File: src/rtl/dcq_pkg.sv
package dcq_pkg;
  localparam int unsigned LANES = 2;
  typedef enum logic [0:0] {LANE_I = 1'b0, LANE_Q = 1'b1} lane_e;
endpackage

File: src/rtl/dcq_phase.sv
module dcq_phase (
  input  logic clk,
  input  logic rst,
  input  logic advance,
  output logic neg
);
  always_ff @(posedge clk) begin
    if (rst)          neg <= 1'b0;
    else if (advance) neg <= ~neg;
  end
endmodule

File: src/rtl/dcq_satneg.sv
module dcq_satneg #(
  parameter int unsigned W = 16
) (
  input  logic [W-1:0] din,
  input  logic         neg,
  output logic [W-1:0] dout
);
  localparam logic [W-1:0] MINV = {1'b1, {(W-1){1'b0}}};
  localparam logic [W-1:0] MAXV = ~MINV;
  always_comb begin
    if (!neg)             dout = din;
    else if (din == MINV) dout = MAXV;
    else                  dout = ~din + 1'b1;
  end
endmodule

File: src/rtl/dcq_lane.sv
module dcq_lane #(
  parameter int unsigned W = 16
) (
  input  logic         clk,
  input  logic         rst,
  input  logic         load,
  input  logic         neg,
  input  logic [W-1:0] din,
  output logic [W-1:0] dout
);
  logic [W-1:0] mixed;
  dcq_satneg #(.W(W)) u_neg (.din(din), .neg(neg), .dout(mixed));
  always_ff @(posedge clk) begin
    if (rst)       dout <= '0;
    else if (load) dout <= mixed;
  end
endmodule

File: src/rtl/quarter_rate_ddc.sv
module quarter_rate_ddc #(
  parameter int unsigned W = 16
) (
  input  logic         clk,
  input  logic         rst,
  input  logic         in_valid,
  input  logic [W-1:0] in_even,
  input  logic [W-1:0] in_odd,
  output logic         out_valid,
  output logic [W-1:0] out_i,
  output logic [W-1:0] out_q
);
  import dcq_pkg::*;
  logic         rot_neg;
  logic [W-1:0] lane_in  [LANES];
  logic [W-1:0] lane_out [LANES];

  dcq_phase u_phase (.clk(clk), .rst(rst), .advance(in_valid), .neg(rot_neg));

  assign lane_in[LANE_I] = in_even;
  assign lane_in[LANE_Q] = in_odd;

  for (genvar g = 0; g < LANES; g++) begin : g_lane
    dcq_lane #(.W(W)) u_lane (
      .clk(clk), .rst(rst), .load(in_valid), .neg(rot_neg),
      .din(lane_in[g]), .dout(lane_out[g])
    );
  end

  assign out_i = lane_out[LANE_I];
  assign out_q = lane_out[LANE_Q];

  always_ff @(posedge clk) begin
    if (rst) out_valid <= 1'b0;
    else     out_valid <= in_valid;
  end
endmodule

File: config.mk
export PLATFORM = sky130hd
export DESIGN_NAME = quarter_rate_ddc
export DESIGN_NICKNAME = d
export VERILOG_FILES = /design/src/rtl/dcq_pkg.sv /design/src/rtl/dcq_phase.sv /design/src/rtl/dcq_satneg.sv /design/src/rtl/dcq_lane.sv /design/src/rtl/quarter_rate_ddc.sv
export SDC_FILE = /design/constraint.sdc
export NUM_CORES = 1
export LEC_CHECK = 0
export ABC_AREA = 1
export BUFFER_PORTS_ARGS = -buffer_cell sky130_fd_sc_hd__buf_4
export CORE_MARGIN = 5
export CORE_UTILIZATION = 50
export DETAILED_ROUTE_END_ITERATION = 16
export HOLD_SLACK_MARGIN = 0.02
export PLACE_DENSITY_LB_ADDON = 0.12
export SLEW_MARGIN = 40
export SYNTH_ARGS = -nofsm -noshare
export SYNTH_HDL_FRONTEND = slang
export SYNTH_SLANG_ARGS = --single-unit
File: constraint.sdc
create_clock -name clk -period 2.5 [get_ports clk]
set_clock_uncertainty 0.05 [all_clocks]
set_input_delay 0.5 -clock clk [delete_from_list [all_inputs] [get_ports clk]]
set_output_delay 0.5 -clock clk [all_outputs]
set_load 0.01 [all_outputs]
Yosys cells after proc, flatten, opt, wreduce, memory -nomap -nowiden --
Cells that the tools add are included.
Storage, ports and cells: bits of input ports 35, register bits after elaboration 34, word-level logic and storage cells 15, output and inout port bits 33
Operators by class: bitwise operators 3, add/sub/neg operators 2, mux-type cells 4, equality and inequality tests 2
Operators by type and width (number):
- 2-to-1 mux 16 bit | 4
- adder 16 x 1 -> 16 bit, second input constant | 2
- == test 16 bit, second input constant | 2
- inverter 16 bit | 2
- inverter 1 bit | 1

Depth between registers and ports, before layout --
Gate-level depths: netlist of run 1.
depth after elaboration 4, depth in mapped cells 11, mapped depth without buffers 10

Hierarchy --
Synthesis of run 1 repeated with hierarchy kept, for this count alone.
Unflattened totals: cells, all modules 423, area, all modules 2558.7 sq um
Modules (own cells, without submodules):
- dcq_lane | cells each 101, area each 670.6 sq um, instances 2, seq. area each 320.3 sq um
- dcq_satneg | cells each 106, area each 574.3 sq um, instances 2, seq. area each 0.0 sq um
- dcq_phase | cells each 6, area each 38.8 sq um, instances 1, seq. area each 20.0 sq um
- quarter_rate_ddc | cells each 3, area each 30.0 sq um, instances 1, seq. area each 20.0 sq um

Least setup slack after synthesis of run 1 --
Ideal clock, no wire load.
path kind input-to-reg, from in in_odd[0], to reg g_lane[1].u_lane.dout[15], stages on the path 10, path buffers 1, library setup time 116 ps, arrival time 1439 ps, slack 895 ps, data required time 2334 ps, path through inv_1 > ha_1 > nand2_2 > nor2_4 > nand3_2 > nand2_2 > inv_2 > buf_6 > nand3_1 > a21oi_1
On the way: longest elaborated chain between the ends 4, elaborated cells between the ends (all ways) 5, those cells by class add/sub (1); eq/ne (1); mux (2); bitwise (1)
Ends and longest elaborated chain:
- from (decl) | RTL line quarter_rate_ddc.sv:8 | input logic [W-1:0] in_odd,
- inverter 16 bit | RTL line dcq_satneg.sv:13 | else dout = ~din + 1'b1;
- adder 16 x 1 -> 16 bit | RTL line dcq_satneg.sv:13
- 2-to-1 mux 16 bit * | RTL line dcq_satneg.sv:12 | else if (din == MINV) dout = MAXV;
- 2-to-1 mux 16 bit * | RTL line dcq_satneg.sv:11 | if (!neg) dout = din;
- to (signal assigned) | RTL line dcq_lane.sv:15 | else if (load) dout <= mixed;
- to (decl) | RTL line dcq_lane.sv:9 | output logic [W-1:0] dout
Every way passes the cells marked *; elsewhere a longest branch is shown, timed or not. A chain may end at the register's enable or synchronous reset.

Worst setup path after layout of run 1 --
from in in_even[0], to reg g_lane[0].u_lane.dout[14]
On the way: longest elaborated chain between the ends 4, elaborated cells between the ends (all ways) 5, those cells by class add/sub (1); eq/ne (1); mux (2); bitwise (1)
Ends and longest elaborated chain:
- from (decl) | RTL line quarter_rate_ddc.sv:7 | input logic [W-1:0] in_even,
- inverter 16 bit | RTL line dcq_satneg.sv:13
- adder 16 x 1 -> 16 bit | RTL line dcq_satneg.sv:13
- 2-to-1 mux 16 bit * | RTL line dcq_satneg.sv:12
- 2-to-1 mux 16 bit * | RTL line dcq_satneg.sv:11
- to (signal assigned) | RTL line dcq_lane.sv:15
- to (decl) | RTL line dcq_lane.sv:9
Marks and branches as above.

==> results.ini, run 1 <==
[outcome]
status=finished clean

[synthesis]
syn_inst=320
synth_edf_count=0
synth.distinct_cells=27
ys.warnings.count=0
synth.cell_area_mm2=0.00205
synth_top_cell_by_area=dfxtp_1
synth-seq-cells=34
synthesis.nets=357
synth.avg_cell_area_um2=6.42
synth_async_sr_flop_share_pct=0
synth-main-ff-cell=dfxtp_1
synth-seq-area-share_pct=33.2
synth_top_area_share_pct=33.2
netlist_top_cells_area=dfxtp_1, nand2_1, nor2_1, o21ai_0, inv_1

[clock_tree]
hold_buffers=0
insertion_delay_ns=0.28
numCtsBuffers=5
post_cts_buffers=0
cts_tree=done
clk_path_buf_depth=2
cts_resized=0
cts_root_buf=clkbuf_8
clk_pin_slew_ns=0.07
numClockSinks=34
h-tree-depth=2

[power_and_ir_drop]
p_per_area_mw_per_mm2=517
peakVddDrop_mv=0.348
power.leakage_nw=1.32

[grt]
first_global_vias=2026
grt_pass1_wl_um=9490
grt_max_degree=33
antenna_found_initial=0
overflow=0
grt_usage_pct=22.0

[timing]
period_share_pct=69.8
min_period_ns=1.74
worst_pin_slew_ns=0.617
setup_viol=0
slew-limit-headroom_pct=58.9
holdWs_ns=0.363
drv_slew=0
rsz0062_at_grt=false
hold_viol_final=0
tns_ns=0
max_freq_ghz=0.573

[finish]
regArea_um2=681
multiInputGateArea_mm2=0.00117
antenna_cells=0
fin_nets=424
nFillCells=361
drive_above_1_share_pct=25.0
area_growth_pct=30.6

[setup_path]
cp_common_cell=inv_1
slowest_stage=a21oi_2
path_class=input port to register
arrival_ns=1.88
cp_max_fo=13
worst_setup_path_end_kind=register
crit_path_max_incr_delay_ns=0.51
cp.required_ns=2.64
crit_chain=buf_4 > inv_1 > ha_1 > nand3_2 > nor2_4 > a21oi_2 > nand2_1 > o21bai_1 > inv_1
crit_family=compound AO/OA/AOI/OAI gates
critical_path_buf_inv_count=3
start_kind=input port

[die]
die_w_um=74.1
start_util_pct=51.3
core_mm2=0.00400
fp-row-count=23
ios=68
die_h_um=74.1
die_area_mm2=0.00549

[place]
place.gp.congestion=0.892
port_buffers=67
dp_hpwl_um=4180

[route]
avgViaCountPerCell=5.16
post-route-drc-count=0
wl_met2_um=2470
num_vias=2258
top_layer_used=met4
drt_iter0_markers=190
finalWirelength_um=5670
wl_met1_um=2630
wire_per_inst_um=12.9
wl_met3_um=494
ant_nets=0
first_pass_iters=4

[worst_hold_path]
hold_path.class=input port to register

[run]
max-cap-violations=0

[layout make-up]
type / instances / area share [%]
repair buffers: 72 / 20.2
clock buffers: 7 / 3.22
well taps: 50 / 2.33
flip-flops and latches: 34 / 25.4
clock inverters: 1 / 0.187
inverters: 36 / 5.04
multi-input cells: 238 / 43.7
[sequential cells by signal, indices dropped and copies added (netlist names)]
signal / cells
g_lane.u_lane.dout: 32
u_phase.neg: 1
out_valid: 1
[power by group]
part           switching [mW]  internal [mW]  leakage (nW)
combinational           0.190          0.160         0.991
sequential             0.0227          0.585         0.283
clock                   0.206          0.222        0.0482
total                   0.419          0.967          1.32
[placed cells by master (no fill, tap or decap), types with 3 or more instances in the layout]
cell      instances
nand3b_1          3
nor2_1           49
dfxtp_1          34
a31oi_1           9
a21oi_2           3
o211ai_1          7
nand3_1          14
xor2_1            6
buf_4            72
o21ai_0          32
nand2_1          81
nand3_2           3
or2_2             4
inv_1            35
a21oi_1          12
xnor2_1           3
clkbuf_8          6
[final timing paths]
| path | startpoint | to | slack, ns | cells after the start |
|---|---|---|---|---|
| worst max-delay path | in_even[0] | g_lane[0].u_lane.dout[14] | 0.76 | 9 |
| worst min-delay path | rst | g_lane[0].u_lane.dout[15] | 0.36 | 2 |
| worst max register to register | u_phase.neg | g_lane[1].u_lane.dout[4] | 1.01 | 9 |
| worst min register to register | g_lane[0].u_lane.dout[15] | g_lane[0].u_lane.dout[15] | 0.43 | 2 |
[stage by stage]
| stage | instance area (um^2) | util (%) | total power, mW | setup WS (ns) | std cells |
|---|---|---|---|---|---|
| after CTS | 2680 | 67.0 | 1.39 | 0.774 | 438 |
| final | 2680 | 67.0 | 1.39 | 0.756 | 438 |
| after global placement | 2590 | 64.7 | 0.961 | 0.478 | 430 |
| after floorplan | 2050 | - | 0.807 | 0.895 | 320 |
| after detailed placement | 2590 | 64.7 | 0.968 | 0.462 | 430 |
| after global routing | 2680 | 67.0 | 1.46 | 0.612 | 438 |
[synthesized netlist by cell type, drive strengths merged, types with 4 or more instances]
cell type and n:
clkbuf 5, nand2 83, or2 4, o21ai 32, xor2 6, dfxtp 34
a21oi 15, nand3 17, nor2 53, o211ai 7, buf 7, inv 36
a31oi 9
[cells by family after synthesis]
kind of cell | share of synthesized area [%]
AO/OA/AOI/OAI | 17.7
buffers and inverters | 9.81
adder cells (fa/ha/maj) | 1.22
XOR/XNOR | 3.84
AND/OR/NAND/NOR | 34.3
flip-flops | 33.2
[layer usage]
metal	vias up	track usage, %
met5	-	0
met4	0	7.24
met3	6	5.14
met2	87	32.7
met1	1007	31.4
li1	1158	-
No activity file was read; power rests on OpenSTA's default activity.
==> run 2, diff against run 1 <==
--- a/config.mk
+++ b/config.mk
@@ -5,10 +5,10 @@
 export SDC_FILE = /design/constraint.sdc
 export NUM_CORES = 1
 export LEC_CHECK = 0
-export ABC_AREA = 1
+export ABC_AREA = 0
 export BUFFER_PORTS_ARGS = -buffer_cell sky130_fd_sc_hd__buf_4
 export CORE_MARGIN = 5
-export CORE_UTILIZATION = 50
+export CORE_UTILIZATION = 49
 export DETAILED_ROUTE_END_ITERATION = 16
 export HOLD_SLACK_MARGIN = 0.02
 export PLACE_DENSITY_LB_ADDON = 0.12
==> constraint.sdc (replaced) <==
create_clock -name clk -period 1.7 [get_ports clk]
set_clock_uncertainty 0.05 [all_clocks]
set_input_delay 0.34 -clock clk [delete_from_list [all_inputs] [get_ports clk]]
set_output_delay 0.34 -clock clk [all_outputs]
set_load 0.01 [all_outputs]
==> results.ini, run 2 <==
[outcome]
status=finished, violations left
violations=negative setup slack

[clock_tree]
clk_pin_slew_ns=0.06
numClockSinks=34
cts_tree=done
cts_root_buf=clkbuf_8
numCtsBuffers=5
clk_path_buf_depth=2
insertion_delay_ns=0.28
h-tree-depth=2
hold_buffers=0

[route]
avgViaCountPerCell=5.51
post-route-drc-count=0
ant_nets=0
first_pass_iters=4
drt_iter0_markers=123
num_vias=1961
finalWirelength_um=5850
wire_per_inst_um=16.4

[place]
port_buffers=67
place_ws_ns=-0.668
place.gp.congestion=0.856
dp_hpwl_um=3780

[grt]
overflow=0
antenna_found_initial=0
grt_usage_pct=21.3
first_global_vias=1880
grt_pass1_wl_um=8770
grt_max_degree=27

[timing]
rsz0062_at_grt=true
setup_slack_ns=-0.301
holdWs_ns=0.263
period_share_pct=118
worst_pin_slew_ns=0.372
setup_viol=16
drv_slew=0
slew-limit-headroom_pct=74.9
hold_viol_final=0
min_period_ns=2.00
max_freq_ghz=0.500

[die]
fp-row-count=22
core_mm2=0.00369
ios=68
die_h_um=71.8
die_w_um=71.8
start_util_pct=50.8
die_area_mm2=0.00516

[setup_path]
cp_max_fo=7
path_class=input port to register
reg2reg_from=u_phase.neg
arrival_ns=2.16
start_kind=input port
rr_endpoint=g_lane[0].u_lane.dout[3]
cp.required_ns=1.85
worst_setup_path_end_kind=register
rrSetupSlack_ns=0.20
r2r_cells=5

[synthesis]
ys.warnings.count=0
synth.distinct_cells=31
synth_top_cell_by_area=dfxtp_1
synth_most_common_cell=dfxtp_1
synthesis.nets=245
synth-seq-area-share_pct=36.3
synth_async_sr_flop_share_pct=0
syn_inst=208
synth_top_area_share_pct=36.3
synth_edf_count=0
synth_commonest_cells=dfxtp_1, nor2_1, xor2_1, a211oi_1, clkbuf_1
synth-seq-cells=34
synth.avg_cell_area_um2=9.01
netlist_top_cells_area=dfxtp_1, xor2_1, a211oi_1, a211oi_2, nor2_1
synth.cell_area_mm2=0.00187
synth-main-ff-cell=dfxtp_1

[worst_hold_path]
hold_path.class=input port to register
holdPathEnd=g_lane[0].u_lane.dout[0]
min_from=in_even[0]
hold_path_depth=3

[power_and_ir_drop]
peakVddDrop_mv=0.572
p_per_area_mw_per_mm2=712
power.leakage_nw=1.30

[finish]
drive_above_1_share_pct=56.8
reg.largest.list=g_lane.u_lane.dout (32), out_valid (1), u_phase.neg (1)
antenna_cells=0
fin_nets=346
nFillCells=222
utilization_pct=84.5
layout_common_cells=buf_4, dfxtp_1, nor2_1
area_growth_pct=66.2
mostFrequentLayoutCell=buf_4
top_register=g_lane.u_lane.dout
largest_reg_flops=32

[run]
max-cap-violations=0

## run 2: worst max path at each step
| stage | startpoint | endpoint | slack (ns) | cells past startpoint |
|---|---|---|---|---|
| after floorplan | in_odd[7] | g_lane[1].u_lane.dout[1] | -0.45 | 6 |
| after global placement | in_odd[10] | g_lane[1].u_lane.dout[7] | -0.62 | 6 |
| after detailed placement | in_odd[10] | g_lane[1].u_lane.dout[7] | -0.67 | 6 |
| after CTS | in_odd[7] | g_lane[1].u_lane.dout[7] | -0.34 | 6 |
| after global routing | in_odd[4] | g_lane[1].u_lane.dout[5] | -0.36 | 6 |
| final | in_odd[4] | g_lane[1].u_lane.dout[5] | -0.30 | 6 |
## run 2: cell type report
type	count	area, um^2	area share, %
Tap cell	48	60.1	1.93
Multi-Input combinational cell	148	1330	42.8
Timing Repair Buffer	114	921	29.6
Inverter	6	37.5	1.20
Clock buffer	6	82.6	2.65
Sequential cell	34	681	21.8
## run 2: cells by family (layout without fill, tap and decap cells)
family | after synthesis | in the layout | share of synthesized area, %
AOI/OAI and AO/OA | 59 | 59 | 26.8
xor gates and xnor gates | 29 | 29 | 13.6
muxes | 2 | 2 | 1.07
and+or+nand+nor | 56 | 56 | 15.3
DFF | 34 | 34 | 36.3
adders and majority gates | 2 | 2 | 1.33
buffers and inverters | 26 | 126 | 5.67
## run 2: critical path, stage by stage
cell	delay [ns]
buf_6	0.09
or4_4	0.53
or4_4	0.52
o31a_1	0.32
buf_6	0.17
a211oi_2	0.17
## run 2: repair_timing
action,4_1_cts,5_1_grt
setup buffers,2,4
pin swaps,11,12
setup endpoints to repair,27,32
gates cloned,0,0
resized for setup,28,15
## run 2: routing by layer
layer	routed length (um)	global-route usage, %
met1	2250	24.8
met2	3160	38.8
met3	375	3.93
met4	61	6.89
met5	0	0
## run 2: where the power goes
part	switching (mW)	internal [mW]	total, mW
registers	0.0420	0.867	0.909
clock network	0.283	0.312	0.595
logic	0.348	0.367	0.715
## run 2: metrics by stage
step / instances / area, um^2 / power, mW / TNS, ns
final: 356 / 3120 / 2.22 / -4.37
after global routing: 356 / 3120 / 2.33 / -4.89
after CTS: 352 / 3000 / 2.19 / -4.83
after detailed placement: 344 / 2770 / 1.56 / -14.75
after global placement: 344 / 2770 / 1.54 / -13.37
after floorplan: 208 / 2010 / 1.26 / -7.95
